## src/rtl/dma2ch.sv

```systemverilog
module dma2ch #(
  parameter int AW = 32,
  parameter int CW = 16
) (
  input  logic          clk,
  input  logic          rst_n,
  input  logic          cfg_we,
  input  logic [2:0]    cfg_addr,
  input  logic [31:0]   cfg_wdata,
  output logic [31:0]   cfg_rdata,
  input  logic [1:0]    dreq,
  output logic          mem_req,
  output logic          mem_we,
  output logic [AW-1:0] mem_addr,
  output logic [1:0]    mem_size,
  output logic [31:0]   mem_wdata,
  input  logic [31:0]   mem_rdata,
  input  logic          mem_ack,
  output logic [1:0]    irq
);
  typedef enum logic [1:0] {S_IDLE, S_RD, S_WR} st_t;

  st_t             st;
  logic [AW-1:0]   src [2];
  logic [AW-1:0]   dst [2];
  logic [CW-1:0]   cnt [2];
  logic [1:0]      sz  [2];
  logic [1:0]      blk, den, busy, go, done, err, dq;
  logic            cur, last;
  logic [31:0]     hold;
  logic [1:0]      req;
  logic            pick;

  function automatic logic aligned(input logic [AW-1:0] a, input logic [1:0] s);
    return (s == 2'd0) || (s == 2'd1 && !a[0]) || (s == 2'd2 && a[1:0] == 2'b00);
  endfunction

  function automatic logic [AW-1:0] step(input logic [1:0] s);
    return AW'(1) << s;
  endfunction

  assign req  = busy & go;
  assign pick = (req == 2'b11) ? ~last : req[1];

  assign mem_req   = (st != S_IDLE);
  assign mem_we    = (st == S_WR);
  assign mem_addr  = (st == S_WR) ? dst[cur] : src[cur];
  assign mem_size  = sz[cur];
  assign mem_wdata = hold;
  assign irq       = done;

  always_comb begin
    logic c;
    c = cfg_addr[2];
    case (cfg_addr[1:0])
      2'd0:    cfg_rdata = 32'(src[c]);
      2'd1:    cfg_rdata = 32'(dst[c]);
      2'd2:    cfg_rdata = 32'(cnt[c]);
      default: cfg_rdata = {22'b0, err[c], done[c], 3'b0, den[c], blk[c], sz[c], busy[c]};
    endcase
  end

  always_ff @(posedge clk or negedge rst_n) begin
    if (!rst_n) begin
      for (int c = 0; c < 2; c++) begin
        src[c] <= '0; dst[c] <= '0; cnt[c] <= '0; sz[c] <= '0;
      end
      blk <= '0; den <= '0; busy <= '0; go <= '0; done <= '0; err <= '0; dq <= '0;
    end else begin
      dq <= dreq;
      for (int c = 0; c < 2; c++) begin
        if (cfg_we && cfg_addr[2] == c[0]) begin
          case (cfg_addr[1:0])
            2'd0: if (!busy[c]) src[c] <= cfg_wdata[AW-1:0];
            2'd1: if (!busy[c]) dst[c] <= cfg_wdata[AW-1:0];
            2'd2: if (!busy[c]) cnt[c] <= cfg_wdata[CW-1:0];
            default: begin
              if (cfg_wdata[8]) done[c] <= 1'b0;
              if (cfg_wdata[9]) err[c]  <= 1'b0;
              if (!busy[c]) begin
                sz[c]  <= cfg_wdata[2:1];
                blk[c] <= cfg_wdata[3];
                den[c] <= cfg_wdata[4];
                if (cfg_wdata[0] || cfg_wdata[4]) begin
                  if (cfg_wdata[2:1] != 2'd3 && cnt[c] != '0 &&
                      aligned(src[c], cfg_wdata[2:1]) && aligned(dst[c], cfg_wdata[2:1])) begin
                    busy[c] <= 1'b1;
                    go[c]   <= !cfg_wdata[4];
                  end else begin
                    err[c] <= 1'b1;
                  end
                end
              end
            end
          endcase
        end
        if (st == S_WR && mem_ack && cur == c[0]) begin
          src[c] <= src[c] + step(sz[c]);
          dst[c] <= dst[c] + step(sz[c]);
          cnt[c] <= cnt[c] - 1'b1;
          if (cnt[c] == CW'(1)) begin
            busy[c] <= 1'b0;
            done[c] <= 1'b1;
            go[c]   <= 1'b0;
          end else if (den[c] && !blk[c]) begin
            go[c] <= 1'b0;
          end
        end
        if (busy[c] && den[c] && dreq[c] && !dq[c]) go[c] <= 1'b1;
      end
    end
  end

  always_ff @(posedge clk or negedge rst_n) begin
    if (!rst_n) begin
      st <= S_IDLE; cur <= 1'b0; last <= 1'b1; hold <= '0;
    end else begin
      case (st)
        S_IDLE: if (|req) begin
          cur <= pick;
          st  <= S_RD;
        end
        S_RD: if (mem_ack) begin
          hold <= mem_rdata;
          st   <= S_WR;
        end
        default: if (mem_ack) begin
          last <= cur;
          st   <= (blk[cur] && cnt[cur] != CW'(1)) ? S_RD : S_IDLE;
        end
      endcase
    end
  end


  req_hold_chk: assert property (@(posedge clk) disable iff (!rst_n)
    mem_req && !mem_ack |=> mem_req && $stable(mem_addr) && $stable(mem_we));


  align_chk: assert property (@(posedge clk) disable iff (!rst_n)
    mem_req |-> mem_size != 2'd3 && aligned(mem_addr, mem_size));


  err_idle_chk: assert property (@(posedge clk) disable iff (!rst_n)
    $rose(err[0]) |-> !busy[0]);


  done_busy_chk: assert property (@(posedge clk) disable iff (!rst_n)
    $rose(done[0]) |-> $fell(busy[0]));


  src_step_chk: assert property (@(posedge clk) disable iff (!rst_n)
    st == S_WR && mem_ack && !cur |=> src[0] - $past(src[0]) == step(sz[0]));


  rr_chk: assert property (@(posedge clk) disable iff (!rst_n)
    st == S_IDLE && req == 2'b11 |=> cur == !$past(last));
endmodule

```

## config.mk

```make
export PLATFORM = sky130hd
export DESIGN_NAME = dma2ch
export DESIGN_NICKNAME = d
export VERILOG_FILES = /design/src/rtl/dma2ch.sv
export SDC_FILE = /design/constraint.sdc
export NUM_CORES = 1
export LEC_CHECK = 0
export BUFFER_PORTS_ARGS = -buffer_cell sky130_fd_sc_hd__buf_2
export CORE_ASPECT_RATIO = 0.75
export CORE_MARGIN = 2
export CORE_UTILIZATION = 25
export DETAILED_ROUTE_END_ITERATION = 6
export GPL_TIMING_DRIVEN = 0
export HOLD_SLACK_MARGIN = 0.05
export PLACE_DENSITY = 0.44
export SYNTH_ARGS = -nofsm -noshare
export SYNTH_HDL_FRONTEND = slang
export SYNTH_SLANG_ARGS = --single-unit
```

## constraint.sdc

```tcl
create_clock -name clk -period 2.6 [get_ports clk]
set_input_delay 0.13 -clock clk [delete_from_list [all_inputs] [get_ports clk]]
set_output_delay 0.13 -clock clk [all_outputs]
set_load 0.02 [all_outputs]
```

==> results.cfg, run 1 <==
[status]
status = complete, no violations

[setup_path]
cp.required_ns = 3.10
crit_path_end_kind = flip-flop
crit_path_max_fanout = 5
crit_arrival_ns = 3.06
crit_type = flip-flop to flip-flop
worst_setup_path_start_kind = flip-flop
path_cells = inv_4 > ha_2 > or3b_4 > or4_4 > or4_4 > a211o_1 > a21oi_1
crit_path_max_incr_delay_ns = 0.46
path_common_cell = or4_4
cp_slowest_cell = or4_4

[clocking]
clockBufferDepth = 3
cts_tree = done
cts_buffers = 27
ctsRootBufferMaster = clkbuf_16
htreeDepth = 1
path_clk_slew_ns = 0.07
clk_latency_ns = 0.58
cts_sinks = 214

[sta]
slew_headroom_pct = 32.1
fin_crit_sh_pct = 98.1
slew_viol_final = 0
max_freq_mhz = 392
fin_skew_ns = 0.0106
rsz0062_at_grt = true
worst_pin_slew_ns = 1.01
fin_crit_ns = 2.55
setup_viol = 0
hold_violations = 0

[synth]
synth.avg_cell_area_um2 = 9.37
yosysUniqueCellTypes = 78
yosysWarnings = 0
synth_flop_cell = dfrtp_1
syn_nets = 1664
synth_enable_flop_cells = 0
ys_seq_elements = 214
synthArstFlopShare_pct = 100
yosysSeqAreaShare_pct = 36.5
synthCells = 1565
syn-cell-area_um2 = 14700

[pwr]
switchingPower_mw = 10.9
combPwrFrac_pct = 49.1
power.internal_mw = 12.1
power.leakage_nw = 7.53
pwr-share-seq_pct = 33.4
max-vdd-ir-drop_mv = 0.646
clock_power_share_pct = 17.5
p_total_mw = 23.0
p_per_area_nw_per_um2 = 1210
p_sw_share_pct = 47.5

[routing]
post_drt_wl_per_cell_um = 26.7
vias = 15352
wl_um = 71200
dr.pass1.iters = 6
drc = 0
viasPerCell = 5.76
first_iter_violations = 1738
ant_nets = 0

[final_layout]
regArea_um2 = 5370
n_antenna_cell = 0
final_common_cell = dfrtp_1
fill_cells = 5986
areaGrowthSynthToFinish_pct = 29.1
final_nets = 1961
finalInstanceArea_um2 = 18900
layout_common_cells = 201 x dfrtp_1, 183 x buf_2, 136 x nor2_1
drive_above_1_share_pct = 29.1
multi_input_area_um2 = 9120

[flow_run]
cap_violations = 0

[grt]
grt-ovfl-total = 0
antenna_found_initial = 2
groute.usage.overall_pct = 23.0
grt_pass1_vias = 14707
grt_pass1_wl_um = 103000
grt_max_degree = 103

[placed_design]
placed_cell_area_um2 = 16600
place.gp.congestion = 0.966
dp_hpwl_um = 53700
io_buffers = 171

[hold_path]
hp-class = input pin to flip-flop

[die]
die_h_um = 214
dieArea_um2 = 60700
core_area_um2 = 57700
ios = 175
rows = 76
start_util_pct = 25.4
die_w_um = 284
synth_stat cells, drive strengths merged, types with 16 or more instances:
| cell | instances | area, um^2 |
|---|---|---|
| a211oi | 33 | 248 |
| a21oi | 102 | 510 |
| a311oi | 22 | 193 |
| and3 | 26 | 163 |
| buf | 26 | 110 |
| clkbuf | 89 | 334 |
| dfrtp | 213 | 5330 |
| ha | 22 | 275 |
| inv | 39 | 146 |
| mux2 | 58 | 653 |
| mux2i | 33 | 330 |
| mux4 | 62 | 1400 |
| nand2 | 119 | 447 |
| nand3 | 81 | 405 |
| nand4 | 30 | 188 |
| nor2 | 140 | 526 |
| nor2b | 28 | 175 |
| nor3 | 51 | 260 |
| nor4 | 20 | 131 |
| o21ai | 62 | 310 |
| o221a | 22 | 248 |
| o22ai | 36 | 225 |
| or4 | 16 | 131 |
kinds of logic (layout without fill, tap and decap cells):
group           count (synthesis)  after routing  synth area share [%]
compound gates                419            419                  19.7
xor+xnor                       13             13                 0.776
fa+ha+maj                      26             26                  2.42
buf+inv                       154            472                  4.03
flops                         214            214                  36.5
mux                           153            153                  16.2
simple gates                  586            586                  20.3
critical path, delay by kind of cell (launching register included):
family                   cells  cell delay, ns
AO/OA/AOI/OAI                2            0.42
adder cells (fa/ha/maj)      1            0.20
buffers and inverters        1            0.10
flip-flops                   1            0.45
AND/OR/NAND/NOR              3            1.31
layer usage:
metal	wire length, um	up-vias	GRT usage [%]	share of wire (%)
met5	0	-	0	0
met4	2040	0	6.06	2.9
met3	7540	117	4.68	11
met2	28600	883	32.5	40
met1	33000	7723	35.0	46
li1	-	6629	-	-
area by class of cell:
class | count | share of cell area, %
flip-flops and latches | 214 | 28.4
plain buffers | 100 | 2.59
multi-input cells | 1197 | 48.2
clock buffers | 40 | 4.25
inverters | 39 | 0.786
clock inverters | 10 | 0.548
well taps | 780 | 5.15
repair buffers | 283 | 10.2
state kept, by name, indices dropped and copies added, names as in the netlist:
register	count
den	2
dst	64
cur	1
last	1
irq	2
dq	2
err	2
cnt	32
busy	2
sz	4
go	2
src	64
blk	2
mem_wdata	32
st	2
worst paths after layout:
path	startpoint	end	slack, ns	depth (start not counted)
max	cnt[17]	cnt[30]	0.05	7
max reg2reg	cnt[17]	cnt[30]	0.05	7
min	cfg_wdata[4]	busy[0]	0.08	5
max in group asynchronous	rst_n	dst[15]	0.84	4
min in group asynchronous	rst_n	dst[6]	0.56	3
min reg2reg	err[1]	err[1]	0.49	2
metrics by stage:
step / hold WS (ns) / instances / util (%) / setup WS [ns] / TNS, ns
floorplan: -0.166 / 1565 / - / 0.0168 / 0
global placement: 0.255 / 2516 / 28.6 / -2.97 / -732.08
detailed placement: 0.0649 / 2519 / 28.7 / -1.10 / -114.03
CTS: 0.0686 / 2645 / 32.2 / 0.00369 / 0
global route: 0.124 / 2663 / 32.8 / -0.0405 / -0.176
finish: 0.0843 / 2663 / 32.8 / 0.0493 / 0
repair_timing:
item / 4_1_cts / 5_1_grt
setup buffers: 20 / 21
pin swaps: 6 / 17
endpoints found under the setup margin: 229 / 113
hold buffers: 68 / 0
resized for setup: 104 / 78
cloned: 0 / 0
endpoints found under the hold margin: 352 / 0
power by group through the flow:
| stage | Sequential, mW | Combinational (mW) | Clock [mW] |
|---|---|---|---|
| 3_3_place_gp | 7.35 | 10.3 | 0 |
| 5_1_grt | 7.83 | 12.2 | 4.20 |
| 3_5_place_dp | 7.37 | 10.4 | 0 |
| 2_1_floorplan | 6.45 | 6.89 | 0 |
| 6_report | 7.68 | 11.3 | 4.02 |
| 4_1_cts | 7.41 | 10.9 | 4.08 |
Power figures use the tool's default switching activity.
==> run 2: changes to the inputs <==
- CORE_ASPECT_RATIO: 0.75 -> 1.2
- PLACE_DENSITY: 0.44 -> unset
- PLACE_DENSITY_LB_ADDON: unset -> 0.05
==> run 2 against run 1 <==
Net effect:
- worst setup slack lost 0.043 ns
- first-iteration DRC count decreased by 15%
- register-to-register slack worse by 0.04 ns
- sequential share of layout area is 0.24 points lower
- global-route usage up 1.5 points
- critical path depth increased by 5
- flip-flop and latch count stayed put
==> results.cfg, run 2 (synthesis results as in run 1) <==
[status]
status = complete, no violations

[sta]
rsz0062_at_grt = true
fin_crit_ns = 2.59
worst_pin_slew_ns = 1.26
slew_viol_final = 0
hold_violations = 0
slew_headroom_pct = 16.1
max_freq_mhz = 386
fin_crit_sh_pct = 99.7
fin_skew_ns = 0.0133
setup_viol = 0
setup_ws_ns = 0.00653

[pwr]
clock_power_share_pct = 18.4
p_total_mw = 23.3
switchingPower_mw = 11.0
pwr-share-seq_pct = 32.7
p_per_area_nw_per_um2 = 1220
power.leakage_nw = 7.61
power.internal_mw = 12.3
max-vdd-ir-drop_mv = 0.576
combPwrFrac_pct = 48.9
p_sw_share_pct = 47.3

[setup_path]
path_cells = nor2_4 > ha_4 > inv_2 > fa_2 > nor2b_2 > o31a_1 > clkbuf_8 > buf_6 > buf_8 > nand4_1 > a22oi_1 > a21boi_2
cp_slowest_cell = dfrtp_2
crit_type = flip-flop to flip-flop
crit_path_max_incr_delay_ns = 0.44
crit_path_end_kind = flip-flop
worst_setup_path_start_kind = flip-flop
crit_arrival_ns = 3.11
cp.required_ns = 3.11
crit_path_max_fanout = 7

[grt]
grt-ovfl-total = 0
grt_max_degree = 104
grt_pass1_wl_um = 108000
antenna_found_initial = 0
grt_pass1_vias = 15089
groute.usage.overall_pct = 24.5

[routing]
first_iter_violations = 1478
wl_um = 76000
vias = 15137
viasPerCell = 5.77
drc = 0
post_drt_wl_per_cell_um = 29.0
dr.pass1.iters = 5
ant_nets = 0

[final_layout]
drive_above_1_share_pct = 30.0
n_antenna_cell = 0
final_nets = 1958
final_cells = 2625
areaGrowthSynthToFinish_pct = 30.1
utilization_pct = 32.8
reg_top3 = dst x64, src x64
fill_cells = 6087
final_common_cell = dfrtp_1
layout_common_cells = 204 x dfrtp_1, 179 x buf_2, 137 x nor2_1

[die]
start_util_pct = 25.2
rows = 97
die_h_um = 269
die_w_um = 225
ios = 175
core_area_um2 = 58300
dieArea_um2 = 60600

[clocking]
htreeDepth = 1
clockBufferDepth = 3
cts_sinks = 214
clk_latency_ns = 0.59
cts_tree = done
cts_buffers = 31
path_clk_slew_ns = 0.06
ctsRootBufferMaster = clkbuf_16

[placed_design]
place.gp.congestion = 0.877
dp.cells = 2481
dp_hpwl_um = 57000
place_worst_setup_slack_ns = -1.14
io_buffers = 171

[hold_path]
hp-class = input pin to flip-flop

[flow_run]
cap_violations = 0
==> run 2: cell types whose count changed in the layout (fill, tap and decap cells not counted), sizes merged <==
cell,before,now
buf,239,226
bufinv,2,1
clkbuf,115,125
clkdlybuf4s15,1,2
clkinv,7,9
clkinvlp,0,1
dlygate4sd3,68,67
o31ai,14,15
==> run 2: power by group through the flow <==
stage	Combinational [mW]	Sequential, mW	Clock, mW
detailed placement	10.4	7.52	0
CTS	10.9	7.50	4.41
floorplan	6.89	6.45	0
finish	11.4	7.63	4.30
global route	12.3	7.77	4.53
global placement	10.3	7.51	0
==> run 2: per-stage QoR <==
stage	area [um^2]	TNS, ns	hold WS (ns)
after detailed placement	16500	-126.46	0.0430
final	19100	0	0.127
after CTS	18600	-0.00166	0.0768
after floorplan	14700	0	-0.166
after global routing	19100	-0.288	0.137
after global placement	16500	-815.23	0.256
==> run 2: worst max-delay path: cells and delay by family (launching register included) <==
family          cells  cell delay [ns]
fa+ha+maj           2             0.55
buf+inv             4             0.47
compound gates      3             0.66
simple gates        3             0.41
flops               1             0.44
==> run 2: path summary, 6_finish.rpt <==
kind | cells after the start | startpoint | to | slack, ns
worst min-delay path | 5 | cfg_wdata[4] | busy[0] | 0.13
worst min register to register | 1 | mem_wdata[8] | mem_wdata[8] | 0.50
worst max-delay path | 12 | sz[0] | dst[14] | 0.007
worst max register to register | 12 | sz[0] | dst[14] | 0.007
max in group asynchronous | 5 | rst_n | sz[1] | 0.71
min in group asynchronous | 3 | rst_n | mem_wdata[22] | 0.54
==> run 2: per-layer routing <==
layer | track usage (%) | part of all wire (%)
met1 | 32.0 | 42
met2 | 41.5 | 48
met3 | 2.90 | 6.0
met4 | 9.01 | 4.2
met5 | 0 | 0
==> run 2: final cells by class <==
cell class / instances / area [um^2] / area share (%)
Clock inverter: 12 / 91.3 / 0.478
Multi-Input combinational cell: 1198 / 9220 / 48.3
Inverter: 39 / 146 / 0.767
Clock buffer: 45 / 918 / 4.81
Timing Repair Buffer: 273 / 1890 / 9.89
Buffer: 102 / 532 / 2.79
Sequential cell: 214 / 5370 / 28.1
Tap cell: 742 / 928 / 4.86
==> run 2: repair_timing <==
action | CTS | global route
resized for setup | 122 | 99
cloned | 0 | 1
endpoints found under the setup margin | 230 | 131
pin swaps | 5 | 14
setup buffers | 13 | 18
hold buffers | 68 | 0
endpoints found under the hold margin | 259 | 0
